[config.mk]
export PLATFORM = sky130hd
export DESIGN_NAME = crb_ctrl_regs
export DESIGN_NICKNAME = d
export VERILOG_FILES = /design/src/rtl/crb_pkg.sv /design/src/rtl/crb_loc_ctrl.sv /design/src/rtl/crb_cmd_ctrl.sv /design/src/rtl/crb_rd_mux.sv /design/src/rtl/crb_ctrl_regs.sv
export SDC_FILE = /design/constraint.sdc
export NUM_CORES = 1
export LEC_CHECK = 0
export BUFFER_PORTS_ARGS = -buffer_cell sky130_fd_sc_hd__buf_2
export CAP_MARGIN = 20
export CORE_MARGIN = 1.5
export CORE_UTILIZATION = 46
export CTS_CLUSTER_DIAMETER = 40
export DETAILED_ROUTE_END_ITERATION = 12
export PLACE_DENSITY_LB_ADDON = 0.15
export SLEW_MARGIN = 20
export SYNTH_ARGS = -nofsm -noshare
export SYNTH_HDL_FRONTEND = slang
export SYNTH_SLANG_ARGS = --single-unit
export TNS_END_PERCENT = 20
[constraint.sdc]
create_clock -name clk -period 3.65 [get_ports clk]
set_input_delay 0 -clock clk [delete_from_list [all_inputs] [get_ports clk]]
set_output_delay 0 -clock clk [all_outputs]
set_load 0.1 [all_outputs]
[src/rtl/crb_pkg.sv]
`timescale 1ns/1ps
package crb_pkg;
  // register offsets (byte addresses)
  localparam int OFS_LOC_STATE = 'h00;
  localparam int OFS_LOC_CTRL  = 'h08;
  localparam int OFS_LOC_STS   = 'h0C;
  localparam int OFS_IFACE_LO  = 'h30;
  localparam int OFS_IFACE_HI  = 'h34;
  localparam int OFS_REQ       = 'h40;
  localparam int OFS_STATUS    = 'h44;
  localparam int OFS_CANCEL    = 'h48;
  localparam int OFS_START     = 'h4C;
  localparam int OFS_CMD_SIZE  = 'h58;
  localparam int OFS_CMD_ADDR  = 'h5C;
  localparam int OFS_ADDR_HI   = 'h60;
  localparam int OFS_RSP_SIZE  = 'h64;
  localparam int OFS_RSP_ADDR  = 'h68;

  // exact command codes
  localparam logic [31:0] LOC_ACQUIRE = 32'h1;
  localparam logic [31:0] LOC_RELEASE = 32'h2;
  localparam logic [31:0] LOC_SEIZE   = 32'h4;
  localparam logic [31:0] LOC_CLR_EST = 32'h8;
  localparam logic [31:0] REQ_READY   = 32'h1;
  localparam logic [31:0] REQ_IDLE    = 32'h2;
  localparam logic [31:0] DOORBELL    = 32'h1;

  // interface identification fields
  localparam logic [3:0] IF_KIND_ACTIVE = 4'h1;
  localparam logic [3:0] IF_REV_BUF     = 4'h1;
  localparam logic       IF_MULTI_LOC   = 1'b0;
  localparam logic       IF_FAST_IDLE   = 1'b0;
  localparam logic [1:0] IF_XFER_64     = 2'b11;
  localparam logic       IF_HAS_FIFO    = 1'b0;
  localparam logic       IF_HAS_BUF     = 1'b1;
  localparam logic [1:0] IF_SEL_BUF     = 2'b01;
  localparam logic [3:0] IF_REVISION    = 4'h0;

  function automatic logic [31:0] iface_word();
    logic [31:0] w;
    w        = '0;
    w[3:0]   = IF_KIND_ACTIVE;
    w[7:4]   = IF_REV_BUF;
    w[8]     = IF_MULTI_LOC;
    w[9]     = IF_FAST_IDLE;
    w[12:11] = IF_XFER_64;
    w[13]    = IF_HAS_FIFO;
    w[14]    = IF_HAS_BUF;
    w[18:17] = IF_SEL_BUF;
    w[27:24] = IF_REVISION;
    return w;
  endfunction

  typedef struct packed {
    logic assigned;
    logic granted;
    logic seized;
  } loc_flags_t;

  typedef struct packed {
    logic idle;
    logic fatal;
    logic start;
  } ctl_flags_t;
endpackage

[src/rtl/crb_loc_ctrl.sv]
`timescale 1ns/1ps
module crb_loc_ctrl
  import crb_pkg::*;
(
  input  logic        clk,
  input  logic        rst,
  input  logic        hit,
  input  logic [31:0] value,
  output loc_flags_t  flags
);
  always_ff @(posedge clk) begin
    if (rst) begin
      flags <= '0;
    end else if (hit) begin
      case (value)
        LOC_ACQUIRE: begin
          flags.granted  <= 1'b1;
          flags.seized   <= 1'b0;
          flags.assigned <= 1'b1;
        end
        LOC_RELEASE: flags.assigned <= 1'b0;
        LOC_SEIZE:   flags <= flags;  // single locality: nothing to take over
        LOC_CLR_EST: flags <= flags;  // not available to locality 0
        default:     flags <= flags;
      endcase
    end
  end
endmodule

[src/rtl/crb_cmd_ctrl.sv]
`timescale 1ns/1ps
module crb_cmd_ctrl
  import crb_pkg::*;
#(
  parameter int LEN_W    = 32,
  parameter int BUF_SIZE = 3968
)(
  input  logic             clk,
  input  logic             rst,
  input  logic             req_hit,
  input  logic             start_hit,
  input  logic             cancel_hit,
  input  logic [31:0]      value,
  input  logic [LEN_W-1:0] hdr_size,
  input  logic [LEN_W-1:0] capacity,
  input  logic             done,
  input  logic             err,
  output ctl_flags_t       flags,
  output logic             req_pulse,
  output logic [LEN_W-1:0] req_len,
  output logic             cancel_pulse
);
  localparam logic [LEN_W-1:0] BUF_LEN = LEN_W'(BUF_SIZE);

  logic [LEN_W-1:0] usable;
  logic [LEN_W-1:0] clipped;
  logic             launch;

  always_comb begin
    usable  = (capacity < BUF_LEN) ? capacity : BUF_LEN;
    clipped = (hdr_size < usable) ? hdr_size : usable;
    launch  = start_hit && (value == DOORBELL) && !flags.start;
  end

  always_ff @(posedge clk) begin
    if (rst) begin
      flags        <= '0;
      req_pulse    <= 1'b0;
      req_len      <= '0;
      cancel_pulse <= 1'b0;
    end else begin
      req_pulse    <= launch;
      cancel_pulse <= cancel_hit && (value == DOORBELL) && flags.start;
      if (launch) req_len <= clipped;
      if (req_hit) begin
        case (value)
          REQ_READY: flags.idle <= 1'b0;
          REQ_IDLE:  flags.idle <= 1'b1;
          default:   flags.idle <= flags.idle;
        endcase
      end
      if (done) begin
        flags.start <= 1'b0;
        if (err) flags.fatal <= 1'b1;
      end else if (launch) begin
        flags.start <= 1'b1;
      end
    end
  end
endmodule

[src/rtl/crb_rd_mux.sv]
`timescale 1ns/1ps
module crb_rd_mux
  import crb_pkg::*;
#(
  parameter int          ADDR_W   = 8,
  parameter int          BUF_SIZE = 3968,
  parameter logic [31:0] BUF_BASE = 32'hFED4_0080
)(
  input  logic              clk,
  input  logic              rst,
  input  logic              rd_en,
  input  logic [ADDR_W-1:0] rd_addr,
  input  loc_flags_t        loc,
  input  ctl_flags_t        ctl,
  input  logic              established,
  output logic [31:0]       rd_data,
  output logic              rd_valid
);
  localparam logic [31:0] IFACE = iface_word();
  localparam logic [31:0] SIZE_WORD = 32'(BUF_SIZE);

  logic [ADDR_W-1:0] word_addr;
  logic [31:0]       word;
  logic [4:0]        shamt;

  always_comb begin
    word_addr = {rd_addr[ADDR_W-1:2], 2'b00};
    shamt     = {rd_addr[1:0], 3'b000};
    word      = '0;
    case (word_addr)
      ADDR_W'(OFS_LOC_STATE): begin
        word[7] = 1'b1;
        word[1] = loc.assigned;
        word[0] = !established;
      end
      ADDR_W'(OFS_LOC_STS): begin
        word[0] = loc.granted;
        word[1] = loc.seized;
      end
      ADDR_W'(OFS_IFACE_LO): word = IFACE;
      ADDR_W'(OFS_IFACE_HI): word = '0;
      ADDR_W'(OFS_STATUS): begin
        word[0] = ctl.fatal;
        word[1] = ctl.idle;
      end
      ADDR_W'(OFS_START):    word[0] = ctl.start;
      ADDR_W'(OFS_CMD_SIZE): word = SIZE_WORD;
      ADDR_W'(OFS_RSP_SIZE): word = SIZE_WORD;
      ADDR_W'(OFS_CMD_ADDR): word = BUF_BASE;
      ADDR_W'(OFS_RSP_ADDR): word = BUF_BASE;
      ADDR_W'(OFS_ADDR_HI):  word = '0;
      default:               word = '0;
    endcase
  end

  always_ff @(posedge clk) begin
    if (rst) begin
      rd_data  <= '0;
      rd_valid <= 1'b0;
    end else begin
      rd_valid <= rd_en;
      if (rd_en) rd_data <= word >> shamt;
    end
  end
endmodule

[src/rtl/crb_ctrl_regs.sv]
`timescale 1ns/1ps
module crb_ctrl_regs
  import crb_pkg::*;
#(
  parameter int          ADDR_W   = 8,
  parameter int          LEN_W    = 32,
  parameter int          BUF_SIZE = 3968,
  parameter logic [31:0] BUF_BASE = 32'hFED4_0080
)(
  input  logic              clk,
  input  logic              rst,
  input  logic              wr_en,
  input  logic [ADDR_W-1:0] wr_addr,
  input  logic [31:0]       wr_data,
  input  logic              rd_en,
  input  logic [ADDR_W-1:0] rd_addr,
  output logic [31:0]       rd_data,
  output logic              rd_valid,
  input  logic [LEN_W-1:0]  cmd_hdr_size,
  input  logic [LEN_W-1:0]  be_capacity,
  input  logic              be_established,
  output logic              be_req,
  output logic [LEN_W-1:0]  be_cmd_len,
  output logic              be_cancel,
  input  logic              be_done,
  input  logic              be_err
);
  loc_flags_t loc_flags;
  ctl_flags_t ctl_flags;
  logic       loc_hit, req_hit, start_hit, cancel_hit;
  logic       start_bit, fatal_bit;

  always_comb begin
    loc_hit    = wr_en && (wr_addr == ADDR_W'(OFS_LOC_CTRL));
    req_hit    = wr_en && (wr_addr == ADDR_W'(OFS_REQ));
    start_hit  = wr_en && (wr_addr == ADDR_W'(OFS_START));
    cancel_hit = wr_en && (wr_addr == ADDR_W'(OFS_CANCEL));
    start_bit  = ctl_flags.start;
    fatal_bit  = ctl_flags.fatal;
  end

  crb_loc_ctrl u_loc (
    .clk   (clk),
    .rst   (rst),
    .hit   (loc_hit),
    .value (wr_data),
    .flags (loc_flags)
  );

  crb_cmd_ctrl #(.LEN_W(LEN_W), .BUF_SIZE(BUF_SIZE)) u_cmd (
    .clk          (clk),
    .rst          (rst),
    .req_hit      (req_hit),
    .start_hit    (start_hit),
    .cancel_hit   (cancel_hit),
    .value        (wr_data),
    .hdr_size     (cmd_hdr_size),
    .capacity     (be_capacity),
    .done         (be_done),
    .err          (be_err),
    .flags        (ctl_flags),
    .req_pulse    (be_req),
    .req_len      (be_cmd_len),
    .cancel_pulse (be_cancel)
  );

  crb_rd_mux #(.ADDR_W(ADDR_W), .BUF_SIZE(BUF_SIZE), .BUF_BASE(BUF_BASE)) u_rd (
    .clk         (clk),
    .rst         (rst),
    .rd_en       (rd_en),
    .rd_addr     (rd_addr),
    .loc         (loc_flags),
    .ctl         (ctl_flags),
    .established (be_established),
    .rd_data     (rd_data),
    .rd_valid    (rd_valid)
  );
endmodule

==> results of run 1 <==
[report_power, final]
| part | switching, W | total [W] | leakage (nW) | internal [W] |
|---|---|---|---|---|
| Sequential | 0.00000315 | 0.000653 | 0.477 | 0.000650 |
| Clock | 0.000270 | 0.000516 | 0.0787 | 0.000246 |
| Combinational | 0.000188 | 0.000315 | 1.79 | 0.000127 |
[routing by layer]
layer / vias up / global-route usage (%) / part of all wire, %
met5: - / 0 / 0
met4: 0 / 9.64 / 1.9
met3: 18 / 3.77 / 5.5
met2: 156 / 43.3 / 48
met1: 1833 / 32.0 / 44
li1: 1988 / - / -
[logic make-up after synthesis]
logic type      synth area share [%]
buf+inv                         7.02
fa+ha+maj                       10.9
other cells                    0.211
compound gates                  18.3
simple gates                    25.9
mux                             4.53
flops                           33.1
[stage by stage]
| stage | cell area (um^2) | setup slack [ns] | instances | utilization, % | hold slack [ns] |
|---|---|---|---|---|---|
| floorplan | 3640 | 0.659 | 456 | - | 0.0793 |
| global placement | 4510 | 0.570 | 706 | 61.2 | 0.201 |
| detailed placement | 4510 | 0.488 | 706 | 61.2 | 0.208 |
| CTS | 4940 | 0.815 | 748 | 67.0 | 0.00426 |
| global route | 4940 | 0.529 | 748 | 67.0 | 0.0570 |
| finish | 4940 | 0.779 | 748 | 67.0 | 0.0285 |
[timing repair]
| action | 4_1_cts | 5_1_grt |
|---|---|---|
| setup endpoints to repair | 0 | 0 |
| endpoints found under the hold margin | 25 | 0 |
| hold buffers | 26 | 0 |
[worst paths after layout]
kind | endpoint | slack (ns) | start
max | u_cmd.req_len[6] | 0.78 | be_capacity[14]
min | u_cmd.flags[2] | 0.03 | wr_data[1]
max reg2reg | u_cmd.req_len[25] | 1.88 | u_cmd.flags[0]
min reg2reg | u_cmd.req_len[27] | 0.45 | u_cmd.req_len[27]
[final cells by class]
class                      count  area [um^2]  share of cell area [%]
clock buffer                  10          128                    2.58
clock inverter                 6         41.3                   0.836
inverter                      16         60.1                    1.22
multi-input combinational    346         2210                    44.7
sequential                    59         1180                    23.9
tap                           99          124                    2.51
timing repair buffer         212         1200                    24.3
[flip-flops by register name, summed over array words and instances (netlist names)]
signal / count
u_rd.rd_data: 19
u_cmd.cancel_pulse: 1
u_cmd.flags: 3
u_cmd.req_pulse: 1
u_loc.flags: 2
u_rd.rd_valid: 1
u_cmd.req_len: 32
[cell usage in the layout, fill, tap and decap left out, types with 2 or more instances in the layout]
cell type / netlist / final
a2111oi_0: 2 / 2
a211oi_1: 9 / 9
a21oi_1: 43 / 43
a22o_1: 11 / 11
a311oi_1: 4 / 4
and2_1: 3 / 3
and3_1: 3 / 3
buf_2: 2 / 183
buf_4: 13 / 3
clkbuf_8: 0 / 9
clkinv_2: 0 / 2
clkinvlp_4: 0 / 3
conb_1: 2 / 22
dfxtp_1: 59 / 59
dlygate4sd3_1: 0 / 26
ha_1: 31 / 31
inv_1: 16 / 16
mux2i_1: 15 / 15
nand2_1: 40 / 40
nand2b_1: 10 / 10
nand3_1: 35 / 35
nand3b_1: 2 / 2
nand4_1: 6 / 6
nor2_1: 26 / 26
nor2b_1: 11 / 11
nor3_1: 4 / 4
nor4_1: 21 / 21
nor4b_1: 5 / 5
o211ai_1: 2 / 2
o21a_1: 5 / 5
o21ai_0: 17 / 17
o221ai_1: 2 / 2
or4_1: 2 / 2
[worst max-delay path, stage by stage]
cell and delay [ns]:
buf_2 0.09, or4_1 0.65, nor3_1 0.19, buf_4 0.18, nand2_1 0.08, ha_1 0.30, a21oi_1 0.17, a21oi_1 0.09
nor3_1 0.19, a211oi_1 0.14, nor4_4 0.31, buf_4 0.34, mux2i_1 0.26, a22o_1 0.15
==> metrics.cfg, run 1 <==
[die]
die_area_um2 = 8290
rows = 31
floorplan.initialDensity_pct = 48.4
io-pin-count = 186
die_h_um = 91.0
coreArea_um2 = 7370
die_w_um = 91.0

[clocking]
cts_buffer_depth = 2
htreeDepth = 3
cts_tree = yes
cts-root-buf = clkbuf_8
numCtsBuffers = 9
cts_sinks = 59
postCtsSetupRepairBufs = 0
cts_resized = 0
clock_latency_ns = 0.32
clkTransAtPathRegs_ns = 0.07

[synth]
synth_warnings = 0
seq_area_frac_synth_pct = 33.1
synth_common_cells = dfxtp_1 (59), a21oi_1 (43), nand2_1 (40)
synthTopCellsByArea = dfxtp_1 (33%), ha_1 (11%), a21oi_1 (6.0%)
synth_flop_cell = dfxtp_1
synth_top_area_share_pct = 33.1
syn_area_um2 = 3560
syn_inst = 436
ys_seq_elements = 59
syn_avg_cell_area_um2 = 8.18
yosys.area.top_type = dfxtp_1
synthArstFlopShare_pct = 0
synth_edf_count = 0
ys_types = 47
synthMostInstantiatedCell = dfxtp_1

[sta]
fin_worst_skew_ns = 0.00434
fmax_mhz = 348
max-slew-margin-rel_pct = 38.4
setup_viol = 0
min_period_ns = 2.87
hold_viol = 0
worstMarginPinSlew_ns = 0.924
drv_slew = 0
finalCritPeriodShare_pct = 78.6
rsz0062_at_grt = false
setup_tns_ns = 0

[cells_and_area]
areaGrowthSynthToFinish_pct = 38.6
n_antenna_cell = 0
fill_cells = 693
drive_gt1_share_pct = 31.6
final_net_count = 794

[drt]
wl_per_cell_um = 14.1
drt_iter0_drc = 164
first_pass_iters = 7
drt-total-wl_um = 10600
drtAntennaViolNets = 0
drc = 0
vias = 3995
via_per_inst = 5.34

[global_route]
grt_max_degree = 49
globalRouteOverflowTotal = 0
grt_pass1_wl_um = 17200
grt_pass1_vias = 3813
grt_use_total_pct = 25.4
grt_antenna_before_repair = 0

[flow_run]
maxCapViolCount = 0

[placed_design]
hpwl_um = 7980
port_buffers = 183
gp_congestion = 0.917

[power_and_ir_drop]
total_power_w = 0.00148
p_leak_nw = 2.35
powerDensity_nw_per_um2 = 300
ir_drop_v = 0.000189

[worst_setup_path]
crit_path_start_kind = input pin
path_class = in -> reg
end_kind = flop
required_ns = 3.92
cp.arrival_ns = 3.14
ff2ff_path_depth = 4
crit_path_max_fanout = 20

[hold_path]
hold_path_depth = 3
min_path_type = in -> reg

[outcome]
status = complete, no violations

Power figures use the tool's default switching activity.
==> run 2, diff against run 1 <==
--- a/config.mk
+++ b/config.mk
@@ -5,10 +5,11 @@
 export SDC_FILE = /design/constraint.sdc
 export NUM_CORES = 1
 export LEC_CHECK = 0
+export ABC_AREA = 1
 export BUFFER_PORTS_ARGS = -buffer_cell sky130_fd_sc_hd__buf_2
 export CAP_MARGIN = 20
 export CORE_MARGIN = 1.5
-export CORE_UTILIZATION = 46
+export CORE_UTILIZATION = 42
 export CTS_CLUSTER_DIAMETER = 40
 export DETAILED_ROUTE_END_ITERATION = 12
 export PLACE_DENSITY_LB_ADDON = 0.15
==> constraint.sdc (replaced) <==
create_clock -name clk -period 2.6 [get_ports clk]
set_input_delay 0 -clock clk [delete_from_list [all_inputs] [get_ports clk]]
set_output_delay 0 -clock clk [all_outputs]
set_load 0.1 [all_outputs]
==> metrics.cfg, run 2 <==
[outcome]
status = complete, no violations

[cells_and_area]
final_net_count = 884  ; +11%
top_register = u_cmd.req_len
top_regs = u_cmd.req_len: 32 flops, u_rd.rd_data: 19 flops, u_cmd.flags: 3 flops
most-common-layout-cells = buf_2 (183), nand2_1 (111), dfxtp_1 (59)
fin_cells = 846  ; +13%
n_antenna_cell = 0  ; unchanged
fill_cells = 847  ; +22%
utilization_pct = 59.5  ; -7.6 points
areaGrowthSynthToFinish_pct = 37.2
drive_gt1_share_pct = 34.8  ; +3.2 points
final_common_cell = buf_2
largest_register_ffs = 32  ; unchanged

[drt]
drtAntennaViolNets = 0  ; unchanged
first_pass_iters = 4  ; -3
drc = 0  ; unchanged
drt_iter0_drc = 93  ; -43%
via_per_inst = 4.98  ; -6.8%
drt-total-wl_um = 10700  ; +0.95%
vias = 4211  ; +5.4%
wl_per_cell_um = 12.6  ; -11%

[sta]
min_period_ns = 2.21
rsz0062_at_grt = false
fin_worst_skew_ns = 0.00945  ; +0.00511 ns
worstMarginPinSlew_ns = 0.610  ; -0.314 ns
hold_viol = 0  ; unchanged
fin_hold_ws_ns = 0.0314  ; +0.00287 ns
setup_viol = 0  ; unchanged
drv_slew = 0  ; unchanged
finalCritPeriodShare_pct = 85.1
fmax_mhz = 452
max-slew-margin-rel_pct = 59.3  ; +21 points
setup_tns_ns = 0  ; unchanged

[flow_run]
maxCapViolCount = 0  ; unchanged

[power_and_ir_drop]
p_sw_w = 0.000641  ; +39%
clkPwrFrac_pct = 37.8  ; +3.0 points
power_frac_comb_pct = 20.2  ; -1.0 points
p_leak_nw = 2.53  ; +7.6%
sw_frac_of_total_pct = 29.4  ; -1.7 points
sequentialPowerShare_pct = 42.0  ; -2.0 points
ir_drop_v = 0.000273  ; +44%
powerDensity_nw_per_um2 = 418  ; +39%
power.internal_w = 0.00154  ; +51%

[placed_design]
dp_cells = 805  ; +14%
hpwl_um = 7990  ; about the same
gp_congestion = 0.849  ; -7.4%
port_buffers = 183  ; unchanged

[clocking]
clkTransAtPathRegs_ns = 0.07  ; about the same
cts_tree = yes
numCtsBuffers = 9  ; unchanged
htreeDepth = 3  ; unchanged
clock_latency_ns = 0.34  ; +0.02 ns
cts_sinks = 59  ; unchanged
cts_buffer_depth = 2  ; unchanged
cts-root-buf = clkbuf_8

[global_route]
grt_pass1_vias = 4052  ; +6.3%
grt_use_met3_pct = 3.94  ; +0.17 points
grt-busiest-layer = met2
grt_pass1_wl_um = 17500  ; +2.1%
grt_antenna_before_repair = 0  ; unchanged
grt_max_degree = 35  ; -29%
grt.met2_usage_pct = 40.7  ; -2.6 points
gr-usage-met1_pct = 24.9  ; -7.1 points
globalRouteOverflowTotal = 0  ; unchanged
grt_use_total_pct = 21.9  ; -3.5 points

[die]
die_h_um = 98.1  ; +7.8%
die_area_um2 = 9630  ; +16%
floorplan.initialDensity_pct = 43.4  ; -5.0 points
rows = 34  ; +9.7%
coreArea_um2 = 8760  ; +19%
io-pin-count = 186  ; unchanged
die_w_um = 98.1  ; +7.8%

[worst_setup_path]
crit_path_max_fanout = 20  ; unchanged
end_kind = flop
cp.arrival_ns = 2.48  ; -0.66 ns
crit_path_start_kind = input pin
required_ns = 2.87  ; -1.05 ns
path_class = in -> reg

[synth]
syn_avg_cell_area_um2 = 7.30  ; -11%
syn_area_um2 = 3800  ; +6.6%
ys_types = 37  ; -21%
synth_flop_cell = dfxtp_1
synthArstFlopShare_pct = 0  ; unchanged
synth_common_cells = nand2_1 (111), dfxtp_1 (59), nor2_1 (53)
seq_area_frac_synth_pct = 31.1  ; -2.1 points
ys_seq_elements = 59  ; unchanged
synth_warnings = 0  ; unchanged
synthMostInstantiatedCell = nand2_1
syn_inst = 521  ; +19%
synthTopCellsByArea = dfxtp_1 (31%), nand2_1 (11%), ha_1 (10%)
synth_edf_count = 0  ; unchanged
yosys.area.top_type = dfxtp_1
synth_top_area_share_pct = 31.1  ; -2.1 points

[hold_path]
min_path_type = in -> reg

[run 2: power groups by stage]
| stage | Clock [W] | Combinational [W] | Sequential (W) |
|---|---|---|---|
| final | 0.000825 | 0.000440 | 0.000915 |
| after global routing | 0.000885 | 0.000483 | 0.000915 |
| after CTS | 0.000842 | 0.000437 | 0.000915 |
| after detailed placement | 0 | 0.000405 | 0.000936 |
| after global placement | 0 | 0.000395 | 0.000935 |
| after floorplan | 0 | 0.000218 | 0.000984 |
[run 2: path summary, 6_finish.rpt]
kind / from / to / slack (ns) / cells after the start
min: wr_en / u_cmd.cancel_pulse / 0.03 / 5
max reg2reg: u_cmd.flags[0] / u_cmd.req_len[10] / 0.99 / 6
min reg2reg: u_cmd.flags[1] / u_cmd.flags[1] / 0.46 / 2
max: be_capacity[22] / u_cmd.req_len[30] / 0.39 / 19
[run 2: cells by family after synthesis]
group	count (synthesis)	share of synthesized area, %
compound gates	90	15.2
fa+ha+maj	31	10.2
buf+inv	87	10.9
flops	59	31.1
other cells	2	0.198
simple gates	252	32.4
[run 2: metal layers]
metal	share of wire [%]	vias to the layer above	wire [um]
met4	1.8	0	189
met2	51	160	5400
met5	0	-	0
met3	6.1	19	654
li1	-	2141	-
met1	41	1891	4430
[run 2: layout make-up]
class / instances / area [um^2] / area share [%]
repair buffers: 215 / 1220 / 23.4
inverters: 54 / 205 / 3.94
flip-flops and latches: 59 / 1180 / 22.7
well taps: 108 / 135 / 2.59
clock inverters: 5 / 53.8 / 1.03
clock buffers: 10 / 138 / 2.64
multi-input cells: 395 / 2280 / 43.7
[run 2: what timing repair did]
action	4_1_cts	5_1_grt
hold endpoints to repair	26	0
hold buffers	26	0
endpoints found under the setup margin	0	20
buffers inserted	0	0
gates resized for setup	0	1
[run 2: metrics by stage]
stage | worst slack, ns | power, W | cell area, um^2
after floorplan | 0.457 | 0.00120 | 3880
after global placement | 0.0641 | 0.00133 | 4760
after detailed placement | -0.0318 | 0.00134 | 4760
after CTS | 0.0885 | 0.00219 | 5210
after global routing | 0.0903 | 0.00228 | 5210
final | 0.388 | 0.00218 | 5210
[run 2: critical path: stages]
cell      delay, ns
buf_2          0.10
nor2_1         0.09
nand2_1        0.07
nor2_2         0.11
nand2_2        0.06
nor2_4         0.17
inv_1          0.12
nor2_1         0.15
ha_1           0.27
a21oi_1        0.13
nor2_1         0.05
a211oi_1       0.17
o221a_2        0.23
nand2_2        0.06
nand2_4        0.07
nand2_4        0.11
inv_4          0.28
nand3_2        0.11
a21oi_2        0.13
